### src/rtl/dds_pkg.sv
package dds_pkg;

  localparam int CTRL_W    = 16;
  localparam int CB_FSEL   = 11;
  localparam int CB_PSEL   = 10;
  localparam int CB_HOLD   = 8;
  localparam int CB_STOP   = 7;
  localparam int CB_BLANK  = 6;
  localparam int CB_SQR    = 5;
  localparam int CB_SQFULL = 3;
  localparam int CB_TRI    = 1;

  typedef enum logic [1:0] {
    SHP_SINE    = 2'd0,
    SHP_TRI     = 2'd1,
    SHP_SQ_FULL = 2'd2,
    SHP_SQ_HALF = 2'd3
  } shape_e;

  // Square wins over triangle; sine when neither is set.
  function automatic shape_e decode_shape(input logic [CTRL_W-1:0] c);
    shape_e s;
    if (c[CB_SQR])      s = c[CB_SQFULL] ? SHP_SQ_FULL : SHP_SQ_HALF;
    else if (c[CB_TRI]) s = SHP_TRI;
    else                s = SHP_SINE;
    return s;
  endfunction

endpackage

### src/rtl/dds_phase_acc.sv
module dds_phase_acc
  import dds_pkg::*;
#(
  parameter int ACC_W = 28,
  parameter int PH_W  = 12
) (
  input  logic              clk,
  input  logic              rst,
  input  logic [CTRL_W-1:0] ctrl_i,
  input  logic [ACC_W-1:0]  freq_a_i,
  input  logic [ACC_W-1:0]  freq_b_i,
  input  logic [PH_W-1:0]   phase_a_i,
  input  logic [PH_W-1:0]   phase_b_i,
  output logic [ACC_W-1:0]  acc_o,
  output logic [PH_W-1:0]   ph_o,
  output shape_e            shape_o,
  output logic              blank_o,
  output logic              vld_o
);

  logic [ACC_W-1:0] acc_q;
  logic [ACC_W-1:0] step_w;
  logic [PH_W-1:0]  off_w;

  assign step_w = ctrl_i[CB_FSEL] ? freq_b_i : freq_a_i;
  assign off_w  = ctrl_i[CB_PSEL] ? phase_b_i : phase_a_i;

  // Hold has priority over freeze.
  always_ff @(posedge clk) begin
    if (rst || ctrl_i[CB_HOLD]) begin
      acc_q <= '0;
    end else if (!ctrl_i[CB_STOP]) begin
      acc_q <= acc_q + step_w;
    end
  end

  // Stage 1: truncate and offset the phase, capture mode fields with it.
  always_ff @(posedge clk) begin
    if (rst) begin
      ph_o    <= '0;
      shape_o <= SHP_SINE;
      blank_o <= 1'b1;
      vld_o   <= 1'b0;
    end else begin
      ph_o    <= acc_q[ACC_W-1 -: PH_W] + off_w;
      shape_o <= decode_shape(ctrl_i);
      blank_o <= ctrl_i[CB_BLANK];
      vld_o   <= 1'b1;
    end
  end

  assign acc_o = acc_q;

endmodule

### src/rtl/dds_sine_rom.sv
module dds_sine_rom #(
  parameter int AW = 8,
  parameter int DW = 9
) (
  input  logic          clk,
  input  logic [AW-1:0] addr_i,
  output logic [DW-1:0] data_o
);

  localparam int  DEPTH = 1 << AW;
  localparam real AMP   = real'((1 << DW) - 1);
  localparam real PI    = 3.141592653589793;

  logic [DW-1:0] mem [DEPTH];

  // Quarter wave sampled at half-step offsets, so that folding needs no endpoint fixup.
  initial begin
    for (int i = 0; i < DEPTH; i++) begin
      mem[i] = DW'($rtoi(AMP * $sin((2.0 * real'(i) + 1.0) * PI / (4.0 * real'(DEPTH))) + 0.5));
    end
  end

  always_ff @(posedge clk) begin
    data_o <= mem[addr_i];
  end

endmodule

### src/rtl/dds_shaper.sv
module dds_shaper
  import dds_pkg::*;
#(
  parameter int PH_W   = 12,
  parameter int OUT_W  = 10,
  parameter int LUT_AW = 8
) (
  input  logic             clk,
  input  logic             rst,
  input  logic [PH_W-1:0]  ph_i,
  input  shape_e           shape_i,
  input  logic             blank_i,
  input  logic             vld_i,
  output logic [OUT_W-1:0] sample_o,
  output logic             vld_o
);

  localparam int MID   = 1 << (OUT_W - 1);
  localparam int MAG_W = OUT_W - 1;

  logic [1:0]        quad_w;
  logic [LUT_AW-1:0] idx_w;
  logic [OUT_W:0]    tri_w;
  logic [MAG_W-1:0]  mag_w;

  assign quad_w = ph_i[PH_W-1 -: 2];
  assign idx_w  = quad_w[0] ? ~ph_i[PH_W-3 -: LUT_AW] : ph_i[PH_W-3 -: LUT_AW];
  assign tri_w  = ph_i[PH_W-1 -: OUT_W+1];

  dds_sine_rom #(
    .AW (LUT_AW),
    .DW (MAG_W)
  ) u_rom (
    .clk    (clk),
    .addr_i (idx_w),
    .data_o (mag_w)
  );

  // Stage 2: side data that travels with the table read.
  logic             neg_q;
  logic             sq_hi_q;
  logic [OUT_W-1:0] tri_q;
  shape_e           shape_q;
  logic             blank_q;
  logic             vld_q;

  always_ff @(posedge clk) begin
    if (rst) begin
      neg_q   <= 1'b0;
      sq_hi_q <= 1'b0;
      tri_q   <= '0;
      shape_q <= SHP_SINE;
      blank_q <= 1'b1;
      vld_q   <= 1'b0;
    end else begin
      neg_q   <= quad_w[1];
      sq_hi_q <= ph_i[PH_W-1];
      tri_q   <= tri_w[OUT_W] ? ~tri_w[OUT_W-1:0] : tri_w[OUT_W-1:0];
      shape_q <= shape_i;
      blank_q <= blank_i;
      vld_q   <= vld_i;
    end
  end

  logic [OUT_W-1:0] sine_w;
  logic [OUT_W-1:0] wave_w;

  assign sine_w = neg_q ? (OUT_W'(MID - 1) - {1'b0, mag_w})
                        : (OUT_W'(MID) + {1'b0, mag_w});

  always_comb begin
    unique case (shape_q)
      SHP_SINE:    wave_w = sine_w;
      SHP_TRI:     wave_w = tri_q;
      SHP_SQ_FULL: wave_w = sq_hi_q ? '1 : '0;
      SHP_SQ_HALF: wave_w = sq_hi_q ? OUT_W'(MID - 1) : '0;
      default:     wave_w = '0;
    endcase
  end

  // Stage 3: registered output, zero whenever not valid.
  always_ff @(posedge clk) begin
    if (rst) begin
      sample_o <= '0;
      vld_o    <= 1'b0;
    end else begin
      vld_o    <= vld_q & ~blank_q;
      sample_o <= (vld_q & ~blank_q) ? wave_w : '0;
    end
  end

endmodule

### src/rtl/dds_wave_core.sv
module dds_wave_core
  import dds_pkg::*;
#(
  parameter int ACC_W  = 28,
  parameter int PH_W   = 12,
  parameter int OUT_W  = 10,
  parameter int LUT_AW = 8
) (
  input  logic              clk,
  input  logic              rst,
  input  logic [CTRL_W-1:0] ctrl_i,
  input  logic [ACC_W-1:0]  freq_a_i,
  input  logic [ACC_W-1:0]  freq_b_i,
  input  logic [PH_W-1:0]   phase_a_i,
  input  logic [PH_W-1:0]   phase_b_i,
  output logic [OUT_W-1:0]  sample_o,
  output logic              sample_vld_o
);

  logic [ACC_W-1:0] acc_w;
  logic [PH_W-1:0]  ph_w;
  shape_e           shape_w;
  logic             blank_w;
  logic             vld_w;

  dds_phase_acc #(
    .ACC_W (ACC_W),
    .PH_W  (PH_W)
  ) u_acc (
    .clk       (clk),
    .rst       (rst),
    .ctrl_i    (ctrl_i),
    .freq_a_i  (freq_a_i),
    .freq_b_i  (freq_b_i),
    .phase_a_i (phase_a_i),
    .phase_b_i (phase_b_i),
    .acc_o     (acc_w),
    .ph_o      (ph_w),
    .shape_o   (shape_w),
    .blank_o   (blank_w),
    .vld_o     (vld_w)
  );

  dds_shaper #(
    .PH_W   (PH_W),
    .OUT_W  (OUT_W),
    .LUT_AW (LUT_AW)
  ) u_shape (
    .clk      (clk),
    .rst      (rst),
    .ph_i     (ph_w),
    .shape_i  (shape_w),
    .blank_i  (blank_w),
    .vld_i    (vld_w),
    .sample_o (sample_o),
    .vld_o    (sample_vld_o)
  );

endmodule

### config.mk
export PLATFORM = sky130hd
export DESIGN_NAME = dds_wave_core
export DESIGN_NICKNAME = d
export VERILOG_FILES = /design/src/rtl/dds_pkg.sv /design/src/rtl/dds_phase_acc.sv /design/src/rtl/dds_sine_rom.sv /design/src/rtl/dds_shaper.sv /design/src/rtl/dds_wave_core.sv
export SDC_FILE = /design/constraint.sdc
export NUM_CORES = 1
export LEC_CHECK = 0
export BUFFER_PORTS_ARGS = -buffer_cell sky130_fd_sc_hd__buf_2
export CORE_MARGIN = 3
export CORE_UTILIZATION = 38
export CTS_CLUSTER_SIZE = 20
export DETAILED_ROUTE_END_ITERATION = 16
export PLACE_DENSITY = 0.64
export SLEW_MARGIN = 20
export SYNTH_ARGS = -nofsm -noshare
export SYNTH_HDL_FRONTEND = slang
export SYNTH_SLANG_ARGS = --single-unit
### constraint.sdc
create_clock -name clk -period 4.01 [get_ports clk]
set_input_delay 0.401 -clock clk [delete_from_list [all_inputs] [get_ports clk]]
set_output_delay 0.401 -clock clk [all_outputs]
set_load 0.005 [all_outputs]
Word-level counts from Yosys, hierarchy flattened
Memory sizes are Yosys's and may differ from the RTL's. A register that Yosys moved wholly into a read port is not among the register bits.
Index checks and enable logic that the tools add are counted.
- output and inout bits: 11
- register bits: 70
- memory bits (read-only): 2304
- logic and storage cells: 40
- memories: 1
- memories (name ; depth ; width ; rd ports ; clocked after memory_dff ; write ports ; RTL line ; RTL):
    u_shape.u_rom.mem ; 256 ; 9 ; 1 ; 1 ; 0 ; dds_sine_rom.sv:14 ; logic [DW-1:0] mem [DEPTH];
- reductions and logical operators: 3
- eq/ne operators: 3
- muxes and demuxes: 12
- add/sub/neg operators: 4
- bitwise logic cells: 5
- operators by type and width (kind ; count):
    10-bit case mux with 4 select lines ; 1
    10-bit 2-to-1 mux ; 3
    28-bit adder ; 1
    28-bit 2-to-1 mux ; 1
    12-bit adder ; 1
    12-bit 2-to-1 mux ; 1
    10-bit by 9-bit adder with 10-bit output (first input constant) ; 1
    10-bit inverter ; 1
    9-bit by 9-bit subtractor with 10-bit output (first input constant) ; 1
    9-bit 2-to-1 mux ; 1
    8-bit 2-to-1 mux ; 1
    8-bit inverter ; 1
    2-bit equality test (second input constant) ; 2
    1-bit 2-to-1 mux ; 3
    2-bit by 1-bit equality test with 1-bit output (second input constant) ; 1
    2-bit zero test ; 1
    2-bit 2-to-1 mux ; 1
    1-bit inverter ; 2
    2-bit OR reduction ; 1
    1-bit bitwise AND ; 1
    1-bit logical OR ; 1

Logic depth before layout (Yosys ltp)
- word-level depth: 4
- gate-level depth with buffers: 13
- gate-level depth less buffers: 11

Cells and area by module
A second synthesis with hierarchy kept.
- cells, all modules: 903
- area, all modules: 7328.3 sq um
- by module, submodules not included (module ; times used ; area an instance (sq um) ; seq. area each (sq um) ; cells an instance):
    dds_phase_acc ; 1 ; 3719.8 ; 880.8 ; 439
    dds_sine_rom ; 1 ; 2513.7 ; 180.2 ; 362
    dds_shaper ; 1 ; 1094.8 ; 520.5 ; 102

Worst setup path before layout
Ideal clock, no wire load.
- kind: input to register
- start: input port ctrl_i[11]
- end: register u_acc.acc_q[14] (netlist: u_acc.acc_o[14])
- buffers on the path: 2
- data arrival time: 3283 ps
- stages on the path: 12
- data required time: 3940 ps
- setup slack: 658 ps
- cells stage by stage: buf_2 -> buf_1 -> mux2_2 -> ha_1 -> fa_1 -> a211oi_2 -> nor2_1 -> o31ai_2 -> a21oi_4 -> o21ai_1 -> or3b_1 -> a21oi_1
- longest elaborated chain between the ends: 2
- RTL lines (item ; RTL line ; RTL):
    from (decl) ; dds_wave_core.sv:11 ; input logic [CTRL_W-1:0] ctrl_i,
    28-bit 2-to-1 mux ; dds_phase_acc.sv:25 ; assign step_w = ctrl_i[CB_FSEL] ? freq_b_i : freq_a_i;
    28-bit adder ; dds_phase_acc.sv:33 ; acc_q <= acc_q + step_w;
    to (signal assigned) ; dds_phase_acc.sv:33 ;
    to (decl) ; dds_phase_acc.sv:21 ; logic [ACC_W-1:0] acc_q;
No other way between the ends.
A chain may end at the register's enable or synchronous reset.

Worst setup path in the final report
- start: register u_acc.ph_o[10]
- end: register u_shape.u_rom.data_o[2] (read register of u_shape.u_rom.mem)
- longest elaborated chain between the ends: 1
- RTL lines (item ; RTL line ; RTL):
    from (decl) ; dds_phase_acc.sv:15 ; output logic [PH_W-1:0] ph_o,
    from (signal assigned) ; dds_phase_acc.sv:45 ; ph_o <= acc_q[ACC_W-1 -: PH_W] + off_w;
    8-bit 2-to-1 mux ; dds_shaper.sv:27 ; assign idx_w = quad_w[0] ? ~ph_i[PH_W-3 -: LUT_AW] : ph_i[PH_W-3 -: LUT_AW];
    to (decl) ; dds_sine_rom.sv:7 ; output logic [DW-1:0] data_o
No other way between the ends.

==> results.json <==
{
  "slew_headroom_pct": 31.65,
  "hold_viol": 0,
  "clock-sinks": 78,
  "post-route-period-util_pct": 84.07,
  "synth.net_count": 1387,
  "tns_ns": 0,
  "area_delta_synth_final_pct": 10.40,
  "hold_class": "input port to flip-flop",
  "setup_violations": 0,
  "routedWlPerCell_um": 19.68,
  "worst_pin_slew_ns": 1.015,
  "dieHeight_um": 159.5,
  "crit_type": "flip-flop to flip-flop",
  "h-tree-depth": 3,
  "io_pins": 109,
  "netlist_area_um2": 8950,
  "grt_pass1_vias": 9059,
  "yosys.area.top_type": "dfxtp_1",
  "worstSkewPairLatency_ns": 0.34,
  "avgViaCountPerCell": 6.136,
  "dpl_cell_area_um2": 9574,
  "grt_usage_pct": 23.64,
  "rsz0062_at_grt": "false",
  "synth_area_leaders": "dfxtp_1 (17%), ha_1 (6.7%), nor2_1 (6.0%)",
  "postCtsSetupRepairBufs": 0,
  "whs_endpoint": "u_acc.blank_o",
  "final_area_um2": 9881,
  "initial_core_util_pct": 39.06,
  "worstPathMaxFanout": 37,
  "hold_start": "ctrl_i[6]",
  "critPathArrivalTime_ns": 3.60,
  "place_worst_setup_slack_ns": 0.7429,
  "final_nets": 1428,
  "ff2ff_path_depth": 9,
  "postCtsResizedCells": 0,
  "synth-seq-cells": 78,
  "slew_viol_final": 0,
  "fmax_mhz": 296.6,
  "grt_pass1_wl_um": 49410,
  "cts_tree": "yes",
  "dr.pass1.iters": 8,
  "synthArstFlopShare_pct": 0,
  "path_clk_slew_ns": 0.06,
  "outcome": "finished, final reports clean",
  "layout-drive-gt1-share_pct": 17.98,
  "drv_cap": 0,
  "clockRootBuffer": "clkbuf_16",
  "r2r_end": "u_shape.u_rom.data_o[2]",
  "ant_nets": 0,
  "synth-edff-count": 0,
  "ys_seq_area_share_pct": 17.45,
  "finalWeightedCongestion": 1.028,
  "core_area_um2": 22920,
  "fin_skew_ns": 0.009471,
  "synth_top_area_share_pct": 17.45,
  "die_w_um": 159.5,
  "diodes": 0,
  "setup_ws_ns": 0.6387,
  "dpl.hpwl_um": 23090,
  "r2r_slack_ns": 0.64,
  "required_ns": 4.24,
  "routed_wirelength_um": 31450,
  "num_rows": 55,
  "cts_made_buffers": 9,
  "peakVddDrop_v": 0.0002313,
  "drt_iter0_drc": 960,
  "power.leakage_nw": 3.974,
  "endpoint_kind": "flip-flop",
  "grt_max_degree": 71,
  "period_minus_slack_ns": 3.371,
  "port_buffers": 100,
  "dieArea_um2": 25430,
  "cts_buffer_depth": 2,
  "synth_flop_cell": "dfxtp_1",
  "cts_hold_buf": 0,
  "avgSynthCellArea_um2": 7.223,
  "critPathLaunchType": "flip-flop",
  "postSynthCellCount": 1239,
  "r2r_start": "u_acc.ph_o[10]",
  "drcViolationCount": 0,
  "antenna_found_initial": 0,
  "power.density_nw_per_um2": 399.0,
  "synth_warnings": 0,
  "grt-ovfl-total": 0,
  "ys_types": 90,
  "vias": 9805,
  "min_path_cells": 2
}
-- registers in the layout (all words and copies together), names as in the netlist --
register and flops:
u_acc.acc_o 28, u_acc.ph_o 11, u_shape.sample_o 10, u_shape.tri_q 10, u_shape.u_rom.data_o 9, u_acc.shape_o 2, u_shape.shape_q 2, u_acc.blank_o 1
u_acc.vld_o 1, u_shape.blank_q 1, u_shape.sq_hi_q 1, u_shape.vld_o 1, u_shape.vld_q 1
-- final cells by class --
| class | instances | area [um2] |
|---|---|---|
| flip-flops and latches | 78 | 1567 |
| well taps | 313 | 391.6 |
| fillers | 2396 | 13040 |
| clock inverters | 7 | 81.33 |
| clock buffers | 9 | 225.2 |
| repair buffers | 135 | 788.3 |
| inverters | 22 | 82.58 |
| multi-input cells | 1034 | 6745 |
-- worst max-delay path, stage by stage, from the launching register on --
cell and delay [ns]:
dfxtp_2 0.65, buf_4 0.39, buf_4 0.47, and2b_1 0.38, a22oi_1 0.57, o21ai_0 0.16
o21ai_1 0.18, nor3b_1 0.21, nor4_1 0.08, buf_4 0.15
-- metrics by stage --
step	cells	util [%]	hold slack (ns)	total power [mW]
after global placement	1582	41.78	0.3943	3.037
after detailed placement	1582	41.78	0.3933	3.044
after CTS	1598	43.12	0.2350	3.898
after global routing	1598	43.12	0.2406	4.179
after floorplan	1239	-	0.3895	2.453
final	1598	43.12	0.2483	3.943
-- layout by cell type, fill, tap and decap left out, types with 38 or more instances in the layout --
cell type / n
nor2_1: 144
o21ai_0: 108
nand2_1: 105
buf_2: 100
a21oi_1: 99
dfxtp_1: 74
ha_1: 48
mux2_2: 38
-- report_power, final --
| part | switching, mW | internal, mW | total, mW |
|---|---|---|---|
| registers | 0.108 | 0.870 | 0.979 |
| clock network | 0.349 | 0.492 | 0.842 |
| logic | 1.33 | 0.789 | 2.12 |
| total | 1.79 | 2.15 | 3.94 |
-- synth_stat cells, drive strengths merged (7+ instances only) --
cell type and instances:
xnor2 35, nor2b 24, nor2 147, o31ai 9
mux2 38, nand3 24, o22ai 33, clkbuf 42
inv 22, ha 48, buf 63, nand4 8
nand2b 30, a31oi 22, o211ai 18, and2 21
nand2 106, a21o 23, o21ai 113, o311ai 8
mux2i 15, a21oi 100, o221ai 7, nor3 26
a211oi 17, or2 11, xor2 18, a22oi 19
dfxtp 78, or3 7
-- logic make-up after synthesis --
kind of cell | count (synthesis) | share of synthesized area (%)
fa+ha+maj | 50 | 7.158
flops | 78 | 17.45
simple gates | 422 | 22.17
mux | 54 | 6.710
xor+xnor | 53 | 5.900
buf+inv | 127 | 7.186
compound gates | 455 | 33.43
-- worst max-delay path by stage --
| stage | start | to | slack, ns | cells past startpoint |
|---|---|---|---|---|
| after global placement | u_acc.ph_o[10] | u_shape.u_rom.data_o[2] | 0.74 | 9 |
| after global routing | u_acc.ph_o[10] | u_shape.u_rom.data_o[2] | 0.51 | 10 |
| after floorplan | ctrl_i[11] | u_acc.acc_o[14] | 0.66 | 12 |
| final | u_acc.ph_o[10] | u_shape.u_rom.data_o[2] | 0.64 | 9 |
| after CTS | u_acc.ph_o[10] | u_shape.u_rom.data_o[2] | 0.76 | 10 |
| after detailed placement | ctrl_i[11] | u_acc.acc_o[24] | 0.74 | 11 |
-- layer usage --
| metal | vias up | GRT usage [%] | part of all wire, % |
|---|---|---|---|
| li1 | 4653 | - | - |
| met1 | 4556 | 32.13 | 44 |
| met2 | 504 | 36.82 | 44 |
| met3 | 92 | 4.344 | 8.8 |
| met4 | 0 | 9.749 | 3.9 |
| met5 | - | 0 | 0 |
Power figures use the tool's default switching activity.
